--- src/rtl/ptw_pkg.sv ---
package ptw_pkg;
  localparam int ADDR_W  = 32;
  localparam int VSID_W  = 24;
  localparam int PGIDX_W = 16;
  localparam int API_W   = 6;
  localparam int OFS_W   = 12;
  localparam int RPN_W   = 20;

  localparam int W0_VALID = 31;
  localparam int W0_HSEL  = 6;
  localparam int W1_REF   = 8;
  localparam int W1_CHG   = 7;

  typedef enum logic [1:0] {
    ACC_READ  = 2'd0,
    ACC_WRITE = 2'd1,
    ACC_NOUPD = 2'd2,
    ACC_FETCH = 2'd3
  } acc_e;

  typedef enum logic [2:0] {
    S_IDLE,
    S_RD0,
    S_W0,
    S_RD1,
    S_W1,
    S_WR,
    S_DONE
  } walk_st_e;

  // mask from the table size field, already zero-extended to 32 bits
  function automatic logic [ADDR_W-1:0] size_to_mask(input logic [ADDR_W-1:0] field);
    return (field << 10) | 32'h0000_03FF;
  endfunction

  function automatic logic [VSID_W-1:0] hash_of(input logic [VSID_W-1:0] vsid,
                                                input logic [PGIDX_W-1:0] pg,
                                                input logic second);
    logic [VSID_W-1:0] h;
    h = vsid ^ {{(VSID_W-PGIDX_W){1'b0}}, pg};
    return second ? ~h : h;
  endfunction

  function automatic logic [ADDR_W-1:0] group_of(input logic [VSID_W-1:0] hash,
                                                 input logic [ADDR_W-1:0] mask,
                                                 input logic [ADDR_W-1:0] base,
                                                 input int unsigned shift);
    logic [ADDR_W-1:0] wide;
    wide = {{(ADDR_W-VSID_W){1'b0}}, hash} & mask;
    return (wide << shift) | base;
  endfunction
endpackage

--- src/rtl/ptw_seg_select.sv ---
module ptw_seg_select #(
  parameter int NUM_SEG = 16,
  parameter int VSID_W  = 24,
  localparam int SEL_W  = $clog2(NUM_SEG)
) (
  input  logic [NUM_SEG*VSID_W-1:0] bank,
  input  logic [SEL_W-1:0]          sel,
  output logic [VSID_W-1:0]         vsid
);
  logic [VSID_W-1:0] regs [NUM_SEG];

  for (genvar g = 0; g < NUM_SEG; g++) begin : g_unpack
    assign regs[g] = bank[g*VSID_W +: VSID_W];
  end

  assign vsid = regs[sel];
endmodule

--- src/rtl/ptw_group_addr.sv ---
module ptw_group_addr
  import ptw_pkg::*;
#(
  parameter int ENT_PER_GRP = 8,
  localparam int GRP_SHIFT  = $clog2(ENT_PER_GRP) + 3
) (
  input  logic [VSID_W-1:0]  vsid,
  input  logic [PGIDX_W-1:0] pg,
  input  logic [ADDR_W-1:0]  mask,
  input  logic [ADDR_W-1:0]  base,
  input  logic               second,
  output logic [ADDR_W-1:0]  grp_addr
);
  logic [VSID_W-1:0] hash;

  always_comb begin
    hash     = hash_of(vsid, pg, second);
    grp_addr = group_of(hash, mask, base, GRP_SHIFT);
  end
endmodule

--- src/rtl/ptw_pte_match.sv ---
module ptw_pte_match
  import ptw_pkg::*;
(
  input  logic [31:0]       word0,
  input  logic [VSID_W-1:0] vsid,
  input  logic [API_W-1:0]  api,
  input  logic              second,
  output logic              hit
);
  logic valid_ok, vsid_ok, api_ok, hsel_ok;

  always_comb begin
    valid_ok = word0[W0_VALID];
    vsid_ok  = (word0[W0_VALID-1 -: VSID_W] == vsid);
    api_ok   = (word0[API_W-1:0] == api);
    hsel_ok  = (word0[W0_HSEL] == second);
    hit      = valid_ok && vsid_ok && api_ok && hsel_ok;
  end
endmodule

--- src/rtl/ptw_status_merge.sv ---
module ptw_status_merge
  import ptw_pkg::*;
(
  input  logic [31:0] word1,
  input  acc_e        acc,
  output logic [31:0] merged,
  output logic        need_wr
);
  always_comb begin
    merged  = word1;
    need_wr = 1'b0;
    case (acc)
      ACC_READ: begin
        merged[W1_REF] = 1'b1;
        need_wr        = 1'b1;
      end
      ACC_WRITE: begin
        merged[W1_CHG] = 1'b1;
        need_wr        = 1'b1;
      end
      default: ;
    endcase
  end
endmodule

--- src/rtl/pt_walker.sv ---
module pt_walker
  import ptw_pkg::*;
#(
  parameter int SIZE_W      = 9,
  parameter int ENT_PER_GRP = 8,
  localparam int NUM_SEG    = 16,
  localparam int IDX_W      = $clog2(ENT_PER_GRP)
) (
  input  logic                      clk,
  input  logic                      rst_n,
  input  logic                      req_valid,
  output logic                      req_ready,
  input  logic [31:0]               req_ea,
  input  logic [1:0]                req_acc,
  input  logic [NUM_SEG*VSID_W-1:0] seg_bank,
  input  logic [31:0]               tbl_base,
  input  logic [SIZE_W-1:0]         tbl_size,
  output logic                      mem_req_valid,
  input  logic                      mem_req_ready,
  output logic                      mem_we,
  output logic [31:0]               mem_addr,
  output logic [31:0]               mem_wdata,
  input  logic                      mem_rsp_valid,
  input  logic [31:0]               mem_rdata,
  output logic                      done,
  output logic                      found,
  output logic [31:0]               phys_addr,
  output logic                      fill_valid,
  output logic [19:0]               fill_vpage,
  output logic [19:0]               fill_ppage
);
  localparam logic [IDX_W-1:0] LAST_IDX = IDX_W'(ENT_PER_GRP - 1);

  walk_st_e          st;
  logic [31:0]       ea_q;
  acc_e              acc_q;
  logic [VSID_W-1:0] vsid_q;
  logic [31:0]       mask_q, base_q;
  logic              sec_q;
  logic [IDX_W-1:0]  idx_q;
  logic [31:0]       w1_q;
  logic [RPN_W-1:0]  rpn_q;
  logic              found_q;

  logic [VSID_W-1:0] vsid_sel;
  logic [31:0]       grp_addr, ent_addr;
  logic              ent_hit;
  logic [31:0]       merged;
  logic              need_wr;

  // named events for the checker
  logic ev_accept, ev_w0_rsp, ev_hit, ev_grp_end, ev_miss, ev_w1_rsp, ev_mem_fire, wait_rsp;

  ptw_seg_select #(.NUM_SEG(NUM_SEG), .VSID_W(VSID_W)) u_seg (
    .bank (seg_bank),
    .sel  (req_ea[31:28]),
    .vsid (vsid_sel)
  );

  ptw_group_addr #(.ENT_PER_GRP(ENT_PER_GRP)) u_grp (
    .vsid     (vsid_q),
    .pg       (ea_q[27:12]),
    .mask     (mask_q),
    .base     (base_q),
    .second   (sec_q),
    .grp_addr (grp_addr)
  );

  ptw_pte_match u_match (
    .word0  (mem_rdata),
    .vsid   (vsid_q),
    .api    (ea_q[27:22]),
    .second (sec_q),
    .hit    (ent_hit)
  );

  ptw_status_merge u_merge (
    .word1   (mem_rdata),
    .acc     (acc_q),
    .merged  (merged),
    .need_wr (need_wr)
  );

  assign ent_addr    = grp_addr + {{(32-IDX_W-3){1'b0}}, idx_q, 3'b000};

  assign req_ready     = (st == S_IDLE);
  assign mem_req_valid = (st == S_RD0) || (st == S_RD1) || (st == S_WR);
  assign mem_we        = (st == S_WR);
  assign mem_addr      = (st == S_RD0) ? ent_addr : (ent_addr | 32'h4);
  assign mem_wdata     = w1_q;

  assign ev_accept   = req_valid && req_ready;
  assign ev_w0_rsp   = (st == S_W0) && mem_rsp_valid;
  assign ev_hit      = ev_w0_rsp && ent_hit;
  assign ev_grp_end  = ev_w0_rsp && !ent_hit && (idx_q == LAST_IDX);
  assign ev_miss     = ev_grp_end && sec_q;
  assign ev_w1_rsp   = (st == S_W1) && mem_rsp_valid;
  assign ev_mem_fire = mem_req_valid && mem_req_ready;
  assign wait_rsp    = (st == S_W0) || (st == S_W1);

  always_ff @(posedge clk) begin
    if (!rst_n) begin
      st      <= S_IDLE;
      ea_q    <= '0;
      acc_q   <= ACC_READ;
      vsid_q  <= '0;
      mask_q  <= '0;
      base_q  <= '0;
      sec_q   <= 1'b0;
      idx_q   <= '0;
      w1_q    <= '0;
      rpn_q   <= '0;
      found_q <= 1'b0;
    end else begin
      case (st)
        S_IDLE: begin
          if (ev_accept) begin
            ea_q    <= req_ea;
            acc_q   <= acc_e'(req_acc);
            vsid_q  <= vsid_sel;
            mask_q  <= size_to_mask({{(32-SIZE_W){1'b0}}, tbl_size});
            base_q  <= tbl_base;
            sec_q   <= 1'b0;
            idx_q   <= '0;
            found_q <= 1'b0;
            st      <= S_RD0;
          end
        end
        S_RD0: if (ev_mem_fire) st <= S_W0;
        S_W0: begin
          if (ev_hit) begin
            st <= S_RD1;
          end else if (ev_miss) begin
            found_q <= 1'b0;
            st      <= S_DONE;
          end else if (ev_grp_end) begin
            sec_q <= 1'b1;
            idx_q <= '0;
            st    <= S_RD0;
          end else if (ev_w0_rsp) begin
            idx_q <= idx_q + 1'b1;
            st    <= S_RD0;
          end
        end
        S_RD1: if (ev_mem_fire) st <= S_W1;
        S_W1: begin
          if (ev_w1_rsp) begin
            w1_q    <= merged;
            rpn_q   <= mem_rdata[31:OFS_W];
            found_q <= 1'b1;
            st      <= need_wr ? S_WR : S_DONE;
          end
        end
        S_WR:   if (ev_mem_fire) st <= S_DONE;
        S_DONE: st <= S_IDLE;
        default: st <= S_IDLE;
      endcase
    end
  end

  assign done       = (st == S_DONE);
  assign found      = done && found_q;
  assign phys_addr  = found ? {rpn_q, ea_q[OFS_W-1:0]} : 32'h0;
  assign fill_valid = done && found_q;
  assign fill_vpage = ea_q[31:OFS_W];
  assign fill_ppage = rpn_q;
endmodule

--- config.mk ---
export PLATFORM = sky130hd
export DESIGN_NAME = pt_walker
export DESIGN_NICKNAME = d
export VERILOG_FILES = /design/src/rtl/ptw_pkg.sv /design/src/rtl/ptw_seg_select.sv /design/src/rtl/ptw_group_addr.sv /design/src/rtl/ptw_pte_match.sv /design/src/rtl/ptw_status_merge.sv /design/src/rtl/pt_walker.sv
export SDC_FILE = /design/constraint.sdc
export NUM_CORES = 1
export LEC_CHECK = 0
export ABC_AREA = 1
export BUFFER_PORTS_ARGS = -buffer_cell sky130_fd_sc_hd__buf_2
export CAP_MARGIN = 10
export CELL_PAD_IN_SITES_DETAIL_PLACEMENT = 0
export CELL_PAD_IN_SITES_GLOBAL_PLACEMENT = 1
export CORE_AREA = 2 2 247 249
export DETAILED_ROUTE_END_ITERATION = 8
export DIE_AREA = 0 0 249 251
export GPL_ROUTABILITY_DRIVEN = 0
export GPL_TIMING_DRIVEN = 0
export PLACE_DENSITY = 0.66
export SKIP_LAST_GASP = 1
export SLEW_MARGIN = 20
export SYNTH_ARGS = -nofsm -noshare
export SYNTH_HDL_FRONTEND = slang
export SYNTH_HIERARCHICAL = 1
export SYNTH_SLANG_ARGS = --single-unit
--- constraint.sdc ---
create_clock -name clk -period 4.9 [get_ports clk]
set_input_delay 0 -clock clk [delete_from_list [all_inputs] [get_ports clk]]
set_output_delay 0 -clock clk [all_outputs]
set_load 0.1 [all_outputs]
# == Word-level counts from Yosys, hierarchy flattened ==
# Cells that the tools add are included.
# word_totals
register_bits,169
input_bits,496
# classes
add_sub_neg,2
magnitude_cmp,1
eq_ne,22
mux,35
bitwise,5
reduce_logical,26
# op_table
cell,count
$bmux W24 S4,1
$mux W24,3
$mux W3,15
$add A32 B6 Y32,1
$mux W32,1
$or A32 B32 Y32,1
$and A24 B19 Y24,1
$eq A24 B24 Y1,1
$not A24 Y24,1
$xor A24 B16 Y24,1
$pmux W3 S6,1
$reduce_and A5 Y1,3
$ne A2 B2 Y1 const B,7
$eq A3 B3 Y1 const B,4
$logic_and A1 B1 Y1,12
$mux W1,10
$eq A3 B2 Y1 const B,2
$eq A6 B6 Y1,1
$pmux W3 S2,1
$reduce_and A6 Y1,1
$ge A5 B5 Y1 const B,1
$ne A5 B5 Y1 const B,1
$not A4 Y5,1
$ne A2 B1 Y1 const B,2
other kinds (16),18

# == Longest topological paths before layout ==
# Gate-level depths: netlist of run 1.
# logic_depth
depth_word,11
mapped_depth,16
depth_no_buf,15

# == Cells and area by module ==
# The synthesis of run 1 kept the hierarchy.
# modules_own_cells
module,instances,cells_each,area_per_inst_um2,seq_area_each_um2
pt_walker,1,978,7066.8,3203.1
ptw_seg_select,1,1162,4828.4,0.0
ptw_group_addr,1,198,934.6,0.0
ptw_pte_match,1,168,638.1,0.0
ptw_status_merge,1,36,254.0,0.0

# == Worst setup path before layout of run 1 ==
# Ideal clock, no wire load.
# synth_timing
path_type,flip-flop to output port
start,register st[2]
end,output port phys_addr[22]
t_arrival_ns,3.280
required_time_ns,4.900
slack_ns,1.620
stages_incl_launch_ff,7
n_path_buf,2
path_cell_list,dfxtp_1 buf_4 nand2_1 nor2_2 nand2_1 clkbuf_1 nor2_1
# synth_between
elab_chain_cells,3
# synth_lines
element,line,rtl
from (decl),pt_walker.sv:34,walk_st_e st;
from (signal assigned),pt_walker.sv:151,st <= need_wr ? S_WR : S_DONE;
$eq A3 B3 Y1,pt_walker.sv:161,assign done = (st == S_DONE);
named net done,pt_walker.sv:25,"output logic done,"
$logic_and A1 B1 Y1,pt_walker.sv:162,assign found = done && found_q;
$mux W32,pt_walker.sv:163,"assign phys_addr = found ? {rpn_q, ea_q[OFS_W-1:0]} : 32'h0;"
to (decl),pt_walker.sv:27,"output logic [31:0] phys_addr,"
# The timed path passes the listed nets, and every way through them passes these cells.

# == Final worst setup path of run 1 ==
# layout_timing
start,register sec_q
end,output port mem_addr[17]
# layout_between
elab_chain_cells,4
# layout_lines
element,line,rtl
from (decl),pt_walker.sv:39,logic sec_q;
from (signal assigned),pt_walker.sv:109,sec_q <= 1'b0;
from (signal assigned),pt_walker.sv:123,sec_q <= 1'b0;
from (signal assigned),pt_walker.sv:137,sec_q <= 1'b1;
$mux W24,ptw_pkg.sv:41,return second ? ~h : h;
$and A24 B19 Y24,ptw_pkg.sv:49,"wide = {{(ADDR_W-VSID_W){1'b0}}, hash} & mask;"
$or A32 B32 Y32,ptw_pkg.sv:50,return (wide << shift) | base;
named net grp_addr[7],pt_walker.sv:46,"logic [31:0] grp_addr, ent_addr;"
$add A32 B6 Y32,pt_walker.sv:84,"assign ent_addr = grp_addr + {{(32-IDX_W-3){1'b0}}, idx_q, 3'b000};"
to (decl),pt_walker.sv:21,"output logic [31:0] mem_addr,"
# The timed path passes the listed nets, and every way through them passes these cells.

==> results.toml, run 1 <==
[run_status]
status = "completed"

[cts]
clock_latency_ns = 0.45
hold_buffers = 103
post-cts-setup-buffers = 0
cts_buffers = 17
cts_tree = "built"
clock_path_buffers = 2
cts_sinks = 160
htreeDepth = 4
clock-root-buffer = "clkbuf_16"
clk_pin_slew_ns = 0.07
ctsResizeCount = 0

[synth]
yosys_register_bits = 160
synth-edff-count = 0
synth_most_common_cell = "nand2_1"
ys.flop_type = "dfxtp_1"
ys_warn_count = 6
avgSynthCellArea_um2 = 5.40
async_flop_share_pct = 0
synth_top_area_share_pct = 23.3
netlist_area_um2 = 13700
synthTopCellsByCount = "nand2_1 (832), inv_1 (492), nand3_1 (419), a21oi_1 (162), dfxtp_1 (160)"
syn_inst = 2542
synth_area_leader_cell = "dfxtp_1"
yosysSeqAreaShare_pct = 23.3
ys_top_cells_by_area = "dfxtp_1 (23%), nand2_1 (23%), nand3_1 (15%)"
ys_types = 32

[critical_path]
critPathLaunchType = "flop"
crit_fanout = 10
cp-startpoint = "sec_q$_SDFFE_PN0P_"
crit_type = "reg -> out"
required_ns = 4.90
timing.rr.start = "ea_q[26]$_SDFFE_PN0P_"
cp_data_arrival_time_ns = 3.43
cp-end-kind = "primary output"

[floorplanning]
initial_core_util_pct = 22.9
die_x_um = 249
num_io_pins = 638
die_h_um = 251
fp-row-count = 90
die-area_um2 = 62500
core_area_um2 = 59800

[drt]
wl_met1_mm = 34.0
met3_length_mm = 5.50
drc_errors = 0
first_pass_iters = 5
wl_per_cell_um = 19.1
met2_length_mm = 36.8
antenna_left = 0
wl_mm = 78.9
highest_layer = "met5"
drt_iter0_markers = 1088
vias_per_cell = 4.39
via_count = 18100

[timing]
setup_viol = 0
fin_setup_tns_ns = 0
skew_ns = 0.0108
min_period_ns = 3.43
worstMarginPinSlew_ns = 0.915
max-slew-margin-rel_pct = 39.0
fin_crit_sh_pct = 69.9
setup_slack_ns = 1.47
slew_viol_final = 0
hold_viol_final = 0
fmax_ghz = 0.292
rsz0062_at_grt = "no"

[global_route]
antenna_found_initial = 28
grt-ovfl-total = 0
grt_pass1_vias = 18300
track_usage_pct = 24.7
grt_start_max_net_pins = 20
grt_pass1_wl_mm = 115

[finish]
multi_input_area_um2 = 7480
register_area_um2 = 3200
n_fill_cell = 7088
syn_to_final_growth_pct = 42.8
drive_above_1_share_pct = 25.2
nets = 3806

[power_and_ir_drop]
worst_ir_drop_vdd_mv = 0.307
p_leak_nw = 11.0
power_density_nw_per_um2 = 282
p_total_mw = 5.52

[hold_path]
holdCritPathClass = "in -> reg"
min_from = "mem_rdata[11]"

[job]
drv_cap = 0

[placed_design]
io_buffers = 636
place_ws_ns = 1.98
dp_hpwl_mm = 66.8
registers in the layout, indices dropped and copies added (netlist names):
signal,flops
base_q,32
ea_q,32
mem_wdata,32
vsid_q,24
fill_ppage,20
mask_q,10
idx_q,3
st,3
acc_q,2
found_q,1
sec_q,1
report_power, final:
part	switching, mW	internal [mW]	total [mW]
registers	0.142	1.43	1.57
logic	1.81	0.745	2.56
clock network	0.698	0.697	1.39
total	2.65	2.87	5.52
final timing paths:
check / end / slack [ns] / cells after the start
setup / recovery: mem_addr[17] / 1.47 / 14
hold / removal: mem_wdata[11]$_SDFFE_PN0P_ / 0.02 / 4
setup reg to reg: idx_q[0]$_SDFFE_PN0P_ / 2.76 / 14
hold reg to reg: mem_wdata[10]$_SDFFE_PN0P_ / 0.44 / 2
kinds of logic (layout without fill, tap and decap cells):
logic type | count (synthesis) | count (layout) | synth area share [%]
xor gates and xnor gates | 23 | 23 | 1.47
DFF | 160 | 160 | 23.3
buffers and inverters | 703 | 1474 | 22.2
other | 1 | 29 | 0.0273
adders and majority gates | 6 | 6 | 0.602
AOI/OAI and AO/OA | 255 | 255 | 9.64
and+or+nand+nor | 1394 | 1394 | 42.7
routing by layer:
| metal | vias up | GRT usage [%] |
|---|---|---|
| li1 | 9247 | - |
| met1 | 8127 | 30.8 |
| met2 | 631 | 41.7 |
| met3 | 107 | 5.33 |
| met4 | 6 | 9.37 |
| met5 | - | 0 |
cell usage in the layout (no fill, tap or decap), types with 2 or more instances in the layout:
cell	count
buf_1	13
a21oi_1	162
buf_6	3
o21ai_0	67
nor2_1	103
clkbuf_16	17
nand2_1	832
inv_2	4
nand2_2	12
dlygate4sd3_1	103
xnor2_1	9
nand3_1	419
inv_1	492
clkinv_4	2
clkinv_8	5
nand3b_1	3
nand4_1	12
buf_4	80
diode_2	24
clkbuf_1	47
nor3_1	8
ha_1	5
o211ai_1	2
inv_6	3
xor2_1	14
dfxtp_1	160
a21o_1	8
o21a_1	8
conb_1	5
o21ai_1	7
buf_2	698
nor2_2	3
inv_8	4
layout make-up:
type	count	share of cell area (%)
repair buffers	739	21.5
multi-input cells	1683	38.2
clock buffers	17	2.17
flip-flops and latches	160	16.3
plain buffers	206	6.04
clock inverters	15	0.951
inverters	497	9.53
diodes	24	0.306
well taps	782	4.99
through the flow:
stage	util [%]	cell area, µm²	hold WS [ns]	std cells
after global placement	29.9	17900	0.279	3964
after floorplan	-	13700	0.164	2546
after CTS	32.7	19500	0.00599	4099
final	32.8	19600	0.0168	4123
after detailed placement	29.9	17900	0.276	3964
after global routing	32.8	19600	0.0137	4119
critical path, cell delays in order (launching register included):
cell and delay [ns]:
dfxtp_1 0.46, buf_6 0.18, buf_6 0.15, nand2_1 0.07
nand3_1 0.09, nand3_1 0.11, nand2_1 0.16, nand2_1 0.15
inv_1 0.08, nand3_1 0.18, nor2_1 0.28, nand2_1 0.08
nor2_1 0.20, xor2_1 0.29, buf_2 0.49
Note: power is estimated with default switching activity, not from simulation.
==> run 2, diff against run 1 <==
- CORE_AREA: 2 2 247 249 -> 2 2 245 247
- DIE_AREA: 0 0 249 251 -> 0 0 247 249
- PLACE_DENSITY: 0.66 -> 0.69
- clock period: 4.9 -> 2.9 ns (I/O delays scaled with it)
==> results.toml, run 2 (same netlist as run 1, synthesis figures left out) <==
[critical_path]
critPathLaunchType = "flop"
slowest_delay_ns = 0.39
cp_data_arrival_time_ns = 2.79
crit_top_cell = "buf_4"
reg2reg_depth = 14
crit_slowest_cell = "dfxtp_4"
path_cells = "buf_6 > buf_6 > nand2_1 > nand3_1 > nand3_2 > nand2_2 > buf_4 > buf_4 > nand3_1 > nor3_4 > buf_4 > xor2_2 > buf_12"
cp_top_family = "buffers and inverters"
required_ns = 2.90
timing.rr.start = "vsid_q[15]$_SDFFE_PN0P_"
cp-end-kind = "primary output"
crit_fanout = 10
crit_type = "reg -> out"
crit_buf_inv = 6
regToRegSetupSlack_ns = 0.76
rr_endpoint = "idx_q[1]$_SDFFE_PN0P_"

[timing]
slew_viol_final = 0
skew_ns = 0.0152
fin_crit_sh_pct = 96.2
fin_setup_tns_ns = 0
worstMarginPinSlew_ns = 1.05
fmax_ghz = 0.358
min_period_ns = 2.79
hold_viol_final = 0
setup_viol = 0
max-slew-margin-rel_pct = 29.9
rsz0062_at_grt = "yes"

[cts]
clock_latency_ns = 0.45
htreeDepth = 4
cts_buffers = 17
clock_path_buffers = 2
cts_sinks = 160
clock-root-buffer = "clkbuf_16"
clk_pin_slew_ns = 0.07
cts_tree = "built"

[power_and_ir_drop]
worst_ir_drop_vdd_mv = 0.431
power_density_nw_per_um2 = 475
p_leak_nw = 11.2

[global_route]
antenna_found_initial = 37
grt-ovfl-total = 0
grt_start_max_net_pins = 17
track_usage_pct = 25.1
grt_pass1_vias = 18400
grt_pass1_wl_mm = 114

[finish]
syn_to_final_growth_pct = 47.2
post-route-util_pct = 34.4
mostFrequentLayoutCell = "nand2_1"
final_cell_mix = "nand2_1 (812), buf_2 (677), inv_1 (489), nand3_1 (409), a21oi_1 (161)"
drive_above_1_share_pct = 27.5
nets = 3815

[drt]
wl_mm = 79.0
first_pass_iters = 5
drt_iter0_markers = 1047
antenna_left = 0
vias_per_cell = 4.47
via_count = 18500
wl_per_cell_um = 19.2
drc_errors = 0

[hold_path]
worstHoldPathCells = 4
hold_path_end = "mem_wdata[3]$_SDFFE_PN0P_"
min_from = "mem_rdata[3]"
holdCritPathClass = "in -> reg"

[placed_design]
dp_hpwl_mm = 66.4
io_buffers = 636

[floorplanning]
core_area_um2 = 58700
die_x_um = 247
die_h_um = 249
fp-row-count = 89
num_io_pins = 638
initial_core_util_pct = 23.4
die-area_um2 = 61500

[run_status]
status = "completed"

[job]
drv_cap = 0
run 2: routing by layer:
layer  vias to the layer above  routed length [µm]  track usage (%)
li1                       9256                   -                -
met5                         -                  80                0
met1                      8373               34200             31.9
met2                       690               36600             41.2
met3                       125                5710             5.34
met4                        12                2480             9.45
run 2: worst max path at each step:
stage	startpoint	endpoint	slack, ns	cells after the start
2_1_floorplan	sec_q$_SDFFE_PN0P_	mem_addr[11]	-0.07	10
5_1_grt	sec_q$_SDFFE_PN0P_	mem_addr[12]	-0.06	13
3_5_place_dp	sec_q$_SDFFE_PN0P_	mem_addr[21]	0.00002	15
6_report	sec_q$_SDFFE_PN0P_	mem_addr[12]	0.11	13
3_3_place_gp	sec_q$_SDFFE_PN0P_	mem_addr[21]	-0.02	15
4_1_cts	sec_q$_SDFFE_PN0P_	mem_addr[17]	-0.002	14
run 2: cell type report:
cell class	count	area (µm²)
plain buffers	206	1190
multi-input cells	1683	7840
fillers	6855	38500
clock buffers	17	425
clock inverters	13	150
flip-flops and latches	160	3210
well taps	773	967
repair buffers	748	4480
diodes	28	70.1
inverters	497	1870
run 2: metrics by stage:
step | power [mW] | setup WS (ns) | cells | hold WS [ns] | instance area, µm²
floorplan | 5.56 | -0.0727 | 2546 | 0.164 | 13900
global placement | 6.93 | -0.0163 | 3955 | 0.278 | 18000
detailed placement | 6.94 | 0.0000167 | 3955 | 0.277 | 18000
CTS | 9.45 | -0.00248 | 4082 | 0.000516 | 19700
global route | 10.1 | -0.0567 | 4119 | 0.0335 | 20200
finish | 9.59 | 0.111 | 4125 | 0.00294 | 20200
run 2: timing repair:
item                                    in CTS  in global routing
hold endpoints to repair                    99                  0
hold buffers                                97                  0
gates resized for setup                     56                 71
endpoints found under the setup margin      22                 22
buffers inserted                             0                 15
pin swaps                                    0                 22
run 2: power by group:
part	switching [mW]	internal [mW]	total, mW
clock	1.11	1.21	2.32
sequential	0.245	2.41	2.66
combinational	3.16	1.45	4.61
total	4.51	5.08	9.59
run 2: worst min-delay path: cells and delay by family:
kind	cells	cell delay, ns
buffers and inverters	2	0.23
AOI/OAI and AO/OA	2	0.18
==> run 3, diff against run 2 <==
- PLACE_DENSITY: 0.69 -> not set
- PLACE_DENSITY_LB_ADDON: not set -> 0.1
==> results.toml, run 3 (same netlist as run 1, synthesis figures left out) <==
[run_status]
status = "completed"

[critical_path]
critPathLaunchType = "flop"
slowest_delay_ns = 0.42
crit_type = "reg -> out"
reg2reg_depth = 14
regToRegSetupSlack_ns = 0.65
required_ns = 2.90
crit_top_cell = "nand2_1"
cp_data_arrival_time_ns = 2.78
path_cells = "buf_4 > ha_1 > fa_1 > nand2_1 > nand2_1 > nand2_1 > inv_1 > nand2_1 > nor2_2 > xor2_2 > buf_12"
rr_endpoint = "idx_q[0]$_SDFFE_PN0P_"
crit_fanout = 3
cp_top_family = "simple AND/OR/NAND/NOR gates"
timing.rr.start = "vsid_q[15]$_SDFFE_PN0P_"
crit_slowest_cell = "fa_1"
crit_buf_inv = 3
cp-end-kind = "primary output"

[finish]
fin_cells = 4123
syn_to_final_growth_pct = 47.5
nets = 3823
drive_above_1_share_pct = 27.4
mostFrequentLayoutCell = "nand2_1"
fin_area_um2 = 20200
final_cell_mix = "nand2_1 (813), buf_2 (678), inv_1 (492), nand3_1 (408), a21oi_1 (161)"

[global_route]
track_usage_pct = 25.1
grt_start_max_net_pins = 17
busiest_layer = "met2"
grt-ovfl-total = 0
grt_pass1_wl_mm = 115
grtUsageMet3_pct = 3.91
grt_util_met2_pct = 44.4
antenna_found_initial = 19
met1_usage_pct = 31.5
grt_pass1_vias = 18500

[drt]
via_count = 18500
antenna_left = 0
drt_iter0_markers = 1097
wl_per_cell_um = 19.3
drc_errors = 0
wl_mm = 79.4
first_pass_iters = 7
vias_per_cell = 4.49

[timing]
fin_crit_sh_pct = 95.8
min_period_ns = 2.78
fmax_ghz = 0.360
slew_viol_final = 0
setup_viol = 0
skew_ns = 0.0106
worstMarginPinSlew_ns = 0.889
hold_viol_final = 0
fin_setup_tns_ns = 0
max-slew-margin-rel_pct = 40.7
rsz0062_at_grt = "no"

[hold_path]
hold_path_end = "ea_q[28]$_SDFFE_PN0P_"
holdCritPathClass = "in -> reg"
worstHoldPathCells = 3
min_from = "req_ea[28]"

[cts]
cts_buffers = 17
clock_latency_ns = 0.45
htreeDepth = 4
clock_path_buffers = 2
cts_tree = "built"
cts_sinks = 160
clk_pin_slew_ns = 0.07
clock-root-buffer = "clkbuf_16"

[floorplanning]
num_io_pins = 638
core_area_um2 = 58700
die_h_um = 249
fp-row-count = 89
initial_core_util_pct = 23.4
die_x_um = 247
die-area_um2 = 61500

[placed_design]
dpl_cell_area_um2 = 18000
dp_hpwl_mm = 67.2
placedCellCount = 3955
io_buffers = 636

[power_and_ir_drop]
p_leak_nw = 11.2
power_density_nw_per_um2 = 469
worst_ir_drop_vdd_mv = 0.473

[job]
drv_cap = 0
## run 3: area by class of cell
class | count | area (µm²)
inverter | 497 | 1870
tap | 773 | 967
buffer | 205 | 1180
timing repair buffer | 757 | 4570
fill | 6818 | 38400
clock inverter | 12 | 101
clock buffer | 20 | 457
antenna | 16 | 40.0
multi-input combinational | 1683 | 7850
sequential | 160 | 3210
## run 3: through the flow
stage | worst slack, ns | hold WS [ns] | total power, mW | util [%]
after global routing | 0.00397 | 0.0126 | 10.0 | 34.5
after global placement | -0.00379 | 0.279 | 6.93 | 30.7
after floorplan | -0.0727 | 0.164 | 5.56 | -
after detailed placement | -0.0408 | 0.282 | 6.96 | 30.7
final | 0.121 | 0.0167 | 9.50 | 34.5
after CTS | -0.0356 | 0.00164 | 9.41 | 33.9
## run 3: timing repair
| item | in CTS | in global routing |
|---|---|---|
| hold buffers | 105 | 0 |
| setup endpoints to repair | 22 | 22 |
| setup buffers | 2 | 14 |
| pin swaps | 6 | 24 |
| gates resized for setup | 72 | 55 |
| hold endpoints to repair | 110 | 0 |
## run 3: worst reg2reg max path, cell delays in order (launching register included)
cell	delay, ns
dfxtp_1	0.53
inv_1	0.08
nand2_1	0.07
nand2_1	0.04
nor2_1	0.17
nand2_1	0.07
nor2_1	0.10
nand2_1	0.05
nor2_1	0.25
nor2_1	0.11
nand4_1	0.25
nand3_1	0.22
nand2_1	0.10
nand2_1	0.05
nor2_1	0.11
## run 3: worst max-delay path by stage
stage	cells past startpoint	start	end
global placement	13	sec_q$_SDFFE_PN0P_	mem_addr[28]
finish	11	base_q[3]$_SDFFE_PN0P_	mem_addr[19]
detailed placement	13	sec_q$_SDFFE_PN0P_	mem_addr[28]
floorplan	10	sec_q$_SDFFE_PN0P_	mem_addr[11]
global route	13	sec_q$_SDFFE_PN0P_	mem_addr[23]
CTS	13	sec_q$_SDFFE_PN0P_	mem_addr[28]
## run 3: routing by layer
| layer | vias to the layer above | share of wire, % |
|---|---|---|
| li1 | 9259 | - |
| met4 | 8 | 1.9 |
| met2 | 581 | 49 |
| met5 | - | 0.062 |
| met3 | 80 | 5.4 |
| met1 | 8594 | 43 |
## run 3: report_power, final
group,internal (mW),switching [mW],total [mW]
sequential,2.42,0.255,2.67
combinational,1.47,3.15,4.63
clock,1.16,1.04,2.20
